$ cat config.mk
export PLATFORM = sky130hd
export DESIGN_NAME = msync_gen
export DESIGN_NICKNAME = d
export VERILOG_FILES = /design/src/rtl/msync_pkg.sv /design/src/rtl/msync_shape.sv /design/src/rtl/msync_timer.sv /design/src/rtl/msync_gen.sv
export SDC_FILE = /design/constraint.sdc
export NUM_CORES = 1
export LEC_CHECK = 0
export ABC_AREA = 1
export BUFFER_PORTS_ARGS = -buffer_cell sky130_fd_sc_hd__buf_2
export CAP_MARGIN = 20
export CORE_MARGIN = 4
export CORE_UTILIZATION = 52
export DETAILED_ROUTE_END_ITERATION = 10
export PLACE_DENSITY_LB_ADDON = 0.3
export RECOVER_POWER = 50
export SYNTH_ARGS = -nofsm -noshare
export SYNTH_HDL_FRONTEND = slang
export SYNTH_SLANG_ARGS = --single-unit
$ cat constraint.sdc
create_clock -name clk -period 1.7 [get_ports clk]
set_input_delay 0.34 -clock clk [delete_from_list [all_inputs] [get_ports clk]]
set_output_delay 0.34 -clock clk [all_outputs]
set_load 0.03 [all_outputs]
$ cat src/rtl/msync_pkg.sv
package msync_pkg;

  typedef enum logic [2:0] {
    KIND_P  = 3'd0,
    KIND_IO = 3'd1,
    KIND_M  = 3'd2,
    KIND_B1 = 3'd3,
    KIND_B2 = 3'd4
  } cyc_kind_e;

  // Codes outside the defined set fall back to the P kind.
  function automatic cyc_kind_e kind_of(input logic [2:0] code);
    cyc_kind_e k;
    case (code)
      3'd1:    k = KIND_IO;
      3'd2:    k = KIND_M;
      3'd3:    k = KIND_B1;
      3'd4:    k = KIND_B2;
      default: k = KIND_P;
    endcase
    return k;
  endfunction

endpackage

$ cat src/rtl/msync_shape.sv
module msync_shape
  import msync_pkg::*;
#(
  parameter int SHORT_LEN = 5,
  parameter int LONG_LEN  = 6,
  parameter int P_HIGH    = 3,
  parameter int IO_HIGH   = 3,
  parameter int M_HIGH    = 3,
  parameter int B1_HIGH   = 3,
  parameter int B2_HIGH   = 4,
  parameter int CNT_W     = 3
) (
  input  cyc_kind_e        kind,
  output logic [CNT_W-1:0] len,
  output logic [CNT_W-1:0] high
);

  always_comb begin
    case (kind)
      KIND_IO: begin len = CNT_W'(SHORT_LEN); high = CNT_W'(IO_HIGH); end
      KIND_M:  begin len = CNT_W'(SHORT_LEN); high = CNT_W'(M_HIGH);  end
      KIND_B1: begin len = CNT_W'(LONG_LEN);  high = CNT_W'(B1_HIGH); end
      KIND_B2: begin len = CNT_W'(LONG_LEN);  high = CNT_W'(B2_HIGH); end
      default: begin len = CNT_W'(SHORT_LEN); high = CNT_W'(P_HIGH);  end
    endcase
  end

endmodule

$ cat src/rtl/msync_timer.sv
module msync_timer #(
  parameter int CNT_W = 3
) (
  input  logic             clk,
  input  logic             rst_n,
  input  logic             load,
  input  logic [CNT_W-1:0] len_in,
  input  logic [CNT_W-1:0] high_in,
  output logic             active,
  output logic             first,
  output logic             last,
  output logic             sync_lvl
);

  logic [CNT_W-1:0] cnt;
  logic [CNT_W-1:0] len_q;
  logic [CNT_W-1:0] high_q;

  always_ff @(posedge clk) begin
    if (!rst_n) begin
      active <= 1'b0;
      cnt    <= '0;
      len_q  <= '0;
      high_q <= '0;
    end else if (load) begin
      active <= 1'b1;
      cnt    <= '0;
      len_q  <= len_in;
      high_q <= high_in;
    end else if (active) begin
      if (last) begin
        active <= 1'b0;
        cnt    <= '0;
      end else begin
        cnt <= cnt + CNT_W'(1);
      end
    end
  end

  assign first    = active && (cnt == '0);
  assign last     = active && (cnt == len_q - CNT_W'(1));
  assign sync_lvl = active && (cnt < high_q);

  // an idle timer drives neither SYNC nor an end pulse
  assert_idle_quiet_R10: assert property (@(posedge clk) disable iff (!rst_n)
    !active |-> (!sync_lvl && !last));

  // every cycle opens with SYNC high
  assert_start_sync_R6: assert property (@(posedge clk) disable iff (!rst_n)
    first |-> sync_lvl);

  // after an end clock comes either a fresh first clock or idle
  assert_end_then_R8: assert property (@(posedge clk) disable iff (!rst_n)
    last |=> (first || !active));

  // SYNC only falls inside a running cycle, never on its first clock
  assert_fall_inside_R2: assert property (@(posedge clk) disable iff (!rst_n)
    $fell(sync_lvl) |-> (!first || !active));

endmodule

$ cat src/rtl/msync_gen.sv
module msync_gen
  import msync_pkg::*;
#(
  parameter int SHORT_LEN = 5,
  parameter int LONG_LEN  = 6,
  parameter int P_HIGH    = 3,
  parameter int IO_HIGH   = 3,
  parameter int M_HIGH    = 3,
  parameter int B1_HIGH   = 3,
  parameter int B2_HIGH   = 4
) (
  input  logic       clk,
  input  logic       rst_n,
  input  logic       req_valid,
  output logic       req_ready,
  input  logic [2:0] req_kind,
  output logic       cyc_start,
  output logic       sync_out,
  output logic       cyc_end,
  output logic [2:0] cur_kind
);

  localparam int MAX_LEN = (SHORT_LEN > LONG_LEN) ? SHORT_LEN : LONG_LEN;
  localparam int CNT_W   = $clog2(MAX_LEN + 1);

  cyc_kind_e        in_kind;
  cyc_kind_e        kind_q;
  logic [CNT_W-1:0] len_w;
  logic [CNT_W-1:0] high_w;
  logic             active;
  logic             take;

  assign in_kind = kind_of(req_kind);

  msync_shape #(
    .SHORT_LEN(SHORT_LEN), .LONG_LEN(LONG_LEN),
    .P_HIGH(P_HIGH), .IO_HIGH(IO_HIGH), .M_HIGH(M_HIGH),
    .B1_HIGH(B1_HIGH), .B2_HIGH(B2_HIGH), .CNT_W(CNT_W)
  ) u_shape (
    .kind (in_kind),
    .len  (len_w),
    .high (high_w)
  );

  msync_timer #(.CNT_W(CNT_W)) u_timer (
    .clk      (clk),
    .rst_n    (rst_n),
    .load     (take),
    .len_in   (len_w),
    .high_in  (high_w),
    .active   (active),
    .first    (cyc_start),
    .last     (cyc_end),
    .sync_lvl (sync_out)
  );

  assign req_ready = !active || cyc_end;
  assign take      = req_valid && req_ready;

  always_ff @(posedge clk) begin
    if (!rst_n)    kind_q <= KIND_P;
    else if (take) kind_q <= in_kind;
  end

  assign cur_kind = kind_q;

  // a taken request opens a cycle on the next clock
  assert_take_starts_R6: assert property (@(posedge clk) disable iff (!rst_n)
    take |=> cyc_start);

  // a request that is held off opens nothing
  assert_held_no_start_R7: assert property (@(posedge clk) disable iff (!rst_n)
    (req_valid && !req_ready) |=> !cyc_start);

  // the taken kind stays put for the rest of the cycle
  assert_kind_hold_R9: assert property (@(posedge clk) disable iff (!rst_n)
    (active && !cyc_start) |-> $stable(cur_kind));

  // with no request taken an idle block stays idle
  assert_stay_idle_R10: assert property (@(posedge clk) disable iff (!rst_n)
    (!active && !req_valid) |=> !cyc_start);

endmodule

* Word-level counts from Yosys, hierarchy flattened *
Index checks and enable logic that the tools add are counted.

word-level totals
  bits in read-only memories = 0
  memories = 0
  input port bits = 6
  register bits after elaboration = 13
  bits in writable memories = 0
  latch bits = 0
  word-level logic and storage cells = 32

operators by class
  bitwise gates (word level) = 1
  magnitude comparators = 1
  mux-type cells = 7
  divide/modulo/power cells = 0
  $add $sub $neg = 2
  shift operators = 0
  reduce and logical (&&, ||, !) cells = 9
  equality and inequality tests = 7
  multipliers = 0

operators with widths
  kind                 count
  $pmux 3 s4           1
  $eq 3x2->1 const B   3
  $eq 3x3->1 const B   2
  $mux 3               2
  $logic_and 1x1->1    4
  $reduce_or 2->1      2
  $add 3x1->3 const B  1
  $eq 3x1->1 const B   1
  $eq 3x3->1           1
  $logic_not 3->1      1
  $lt 3x3->1           1
  $mux 1               3
  $sub 3x1->3 const B  1
  $mux 2               1
  $logic_not 1->1      1
  $logic_or 1x1->1     1
  $not 1->1            1

* Longest topological paths before layout *
  word-level depth = 6
  gate-level depth with buffers = 12
  mapped depth without buffers = 11

* Hierarchy *
A second synthesis with hierarchy kept.

unflattened totals
  cell total of the unflattened synthesis = 115
  area total of the unflattened synthesis = 774.5 um^2

by module, submodules not included
  module       cells each  area each (um^2)  instances  seq. area each (um^2)
  msync_timer  73          539.3             1          200.2
  msync_gen    29          171.4             1          60.1
  msync_shape  13          63.8              1          0.0

* Worst setup path before layout *
No wires, ideal clock.

  path kind = reg-to-output
  from = register u_timer.high_q[2]
  to = output sync_out
  stages on the path, launching flop included = 4
  arrival = 2.253 ns
  data required time = 1.360 ns
  slack = -0.893 ns
  path through = dfxtp_1 > inv_1 > ha_1 > a2111oi_0

between the ends
  word-level cells in the longest chain between the ends = 2

RTL lines
  element                   line               text
  start: declaration        msync_timer.sv:17  logic [CNT_W-1:0] high_q;
  start signal: assignment  msync_timer.sv:29  high_q <= high_in;
  $lt 3x3->1                msync_timer.sv:42  assign sync_lvl = active && (cnt < high_q);
  $logic_and 1x1->1         msync_timer.sv:42
  end: declaration          msync_gen.sv:18    output logic sync_out,

No other way between the ends.

* Final worst setup path *
  from = register u_timer.len_q[0]
  to = output cyc_end

between the ends
  word-level cells in the longest chain between the ends = 3

RTL lines
  element                   line               text
  start: declaration        msync_timer.sv:16  logic [CNT_W-1:0] len_q;
  start signal: assignment  msync_timer.sv:28  len_q <= len_in;
  $sub 3x1->3               msync_timer.sv:41  assign last = active && (cnt == len_q - CNT_W'(1));
  $eq 3x3->1                msync_timer.sv:41
  $logic_and 1x1->1         msync_timer.sv:41
  end: declaration          msync_gen.sv:19    output logic cyc_end,

No other way between the ends.

==> impl_metrics.yaml <==
setup_path:
  critical_path.endpoint_type: "primary output"
  crit_path_start_kind: "flop"
  critPathArrivalTime_ps: 1470
  worstPathRequired_ps: 1360
  worstRegToRegCells: 13
  critical_path_class: "flop to primary output"
  critical_path_peak_fanout: 2
status:
  outcome: "finished, violations left"
  failed_checks: "setup timing"
die:
  initial_util_pct: 59.18
  die-area_mm2: 0.002002
  core-area_mm2: 0.001186
  floorplan.die.height_um: 44.74
  dieWidth_um: 44.74
  fp-row-count: 12
  design.portCount: 13
grt:
  grtUsageMet1_pct: 22.52
  gr-max-usage-layer: "met2"
  gr-usage-met2_pct: 42.12
  all_layer_gr_usage_pct: 21.50
  first_global_vias: 788
  grt_start_max_net_pins: 12
  grt_first_pass_wirelength_um: 3208
  antenna_violations_before_repair: 0
  global_route_total_overflow: 0
  global_route.usage.met3_pct: 2.390
power_and_ir_drop:
  power_per_cell_area_mw_per_mm2: 739.2
  peakVddDrop_mv: 0.5803
  power_after_layout_uw: 729.7
  cellLeakagePower_uw: 0.0004661
cts:
  cts_sinks: 11
  htree_num_levels: 1
  cts_buffers: 3
  clockRootBuffer: "sky130_fd_sc_hd__clkbuf_4"
  worst_skew_pair.late_latency_ps: 270
  tritoncts: "done"
  ctsLongestPathBuffers: 2
  clk_pin_slew_worst_paths_ps: 80
sta:
  clock-skew-final_ps: 2.263
  finalWorstSetupSlack_ps: -112.7
  rsz0062_at_grt: "true"
  timing_hold_violations_final: 0
  max_clock_freq_mhz: 551.7
  final.period_utilization_pct: 106.6
  final_period_minus_worst_setup_slack_ps: 1813
  worst-slew-pin-transition_ps: 363.4
  relSlewSlack_pct: 75.88
  setup_viol_count_final: 3
  slew_violations: 0
layout:
  drive_above_1_share_pct: 46.09
  antenna_cells: 0
  utilization_pct: 83.23
  finish.net_count: 140
  synthToLayoutAreaGrowth_pct: 40.64
routing:
  vias_per_cell: 5.261
  wire_per_inst_um: 13.41
  residual_drc_count: 0
  vias: 747
  routed_wirelength_um: 1904
  drtIter0Drc: 16
  drtPass1Iterations: 4
  antenna_left: 0
logic_synthesis:
  yosysTopAreaCell: "sky130_fd_sc_hd__dfxtp_1"
  yosys_register_bits: 11
  syn-instance-count: 104
  yosys.cell_types.count: 20
  synth_largest_type_area_fraction_pct: 31.37
  synthesis.area_per_instance_um2: 6.749
  synth.yosys.warnings: 0
  synth.area.top_cells: "sky130_fd_sc_hd__dfxtp_1, sky130_fd_sc_hd__nand2_1, sky130_fd_sc_hd__inv_1"
  mappedNetlistNets: 115
  synth.cell_area_um2: 701.9
  yosysSeqAreaShare_pct: 31.37
placement:
  place.port_buffers: 12
  place_congestion: 0.8344
  detailedPlacementHpwl_um: 1137
worst_hold_path:
  holdCritPathClass: "input pin to flop"
  whs_path_depth: 3
job:
  cap_violations: 0
report_power, final:
part	switching, uW	internal, uW
Combinational	148	106
Clock	97.3	90.8
Sequential	13.7	274
Total	259	471
critical path, stage by stage, from the launching register on:
cell and delay [ps]:
sky130_fd_sc_hd__dfxtp_2 350, sky130_fd_sc_hd__inv_2 50, sky130_fd_sc_hd__ha_4 260, sky130_fd_sc_hd__inv_2 30, sky130_fd_sc_hd__nand2_2 50, sky130_fd_sc_hd__nand2_2 60
sky130_fd_sc_hd__nor2_4 110, sky130_fd_sc_hd__nand3_2 100, sky130_fd_sc_hd__inv_2 70, sky130_fd_sc_hd__buf_6 120
per-layer routing:
metal / routed length [um] / vias to the layer above
met5: 0 / -
met4: 37 / 0
met3: 57 / 7
met2: 1056 / 16
met1: 753 / 353
li1: - / 371
placed cells by master (no fill, tap or decap), drive strengths merged:
cell / count
nor3: 1
a2111oi: 1
a21oi: 7
buf: 21
nor2: 10
nand4: 2
nand3: 12
dfxtp: 11
nand2: 30
ha: 5
clkbuf: 7
xor2: 1
inv: 20
worst paths after layout:
path / from / endpoint / slack (ps)
hold / removal: rst_n / u_timer.high_q[2]$_SDFFE_PN0P_ / 380
setup / recovery: u_timer.len_q[0]$_SDFFE_PN0P_ / cyc_end / -110
hold reg to reg: cur_kind[0]$_SDFFE_PN0P_ / cur_kind[0]$_SDFFE_PN0P_ / 470
setup reg to reg: u_timer.len_q[0]$_SDFFE_PN0P_ / u_timer.high_q[2]$_SDFFE_PN0P_ / 80
stage by stage:
step                      worst slack, ps  TNS (ps)  area, um^2  hold slack, ps  instances
final                              -112.7    -330.4       987.2           382.2        142
after global placement              70.16         0       783.3           455.5        129
after detailed placement            17.41         0       783.3           462.1        129
after global routing               -192.2    -569.2       987.2           389.9        142
after CTS                          -128.4    -315.8       970.9           373.9        142
after floorplan                     86.61         0       720.7           457.4        104
cells in the mapped netlist, drive strengths merged:
cell / count
nand2: 30
nand4: 2
a21oi: 7
buf: 3
nand3: 12
inv: 20
clkbuf: 1
nor2: 10
a2111oi: 1
xor2: 1
dfxtp: 11
nor3: 1
ha: 5
registers in the layout, indices dropped and copies added (netlist names):
register and flops:
u_timer.active 1, u_timer.cnt 3, u_timer.len_q 3, u_timer.high_q 2, cur_kind 2
timing repair:
action                     in CTS  in global routing
gates cloned                    0                  0
resized for setup              30                 10
buffers inserted                9                  1
setup endpoints to repair       3                 15
pin swaps                       9                  8
hold buffers                    0                  0
layout make-up:
type,count,area [um^2]
sequential,11,232.7
inverter,20,77.57
timing repair buffer,24,175.2
clock buffer,4,26.28
tap,14,17.52
multi-input combinational,69,457.9
fill,78,198.9
cells by family (layout without fill, tap and decap cells):
family,Yosys count,after routing,synth area share (%)
AND/OR/NAND/NOR,55,55,35.65
XOR/XNOR,1,1,1.248
adder cells (fa/ha/maj),5,5,8.913
AO/OA/AOI/OAI,8,8,6.774
flip-flops,11,11,31.37
buffers and inverters,24,48,16.04
(Power assumes the default switching activity.)
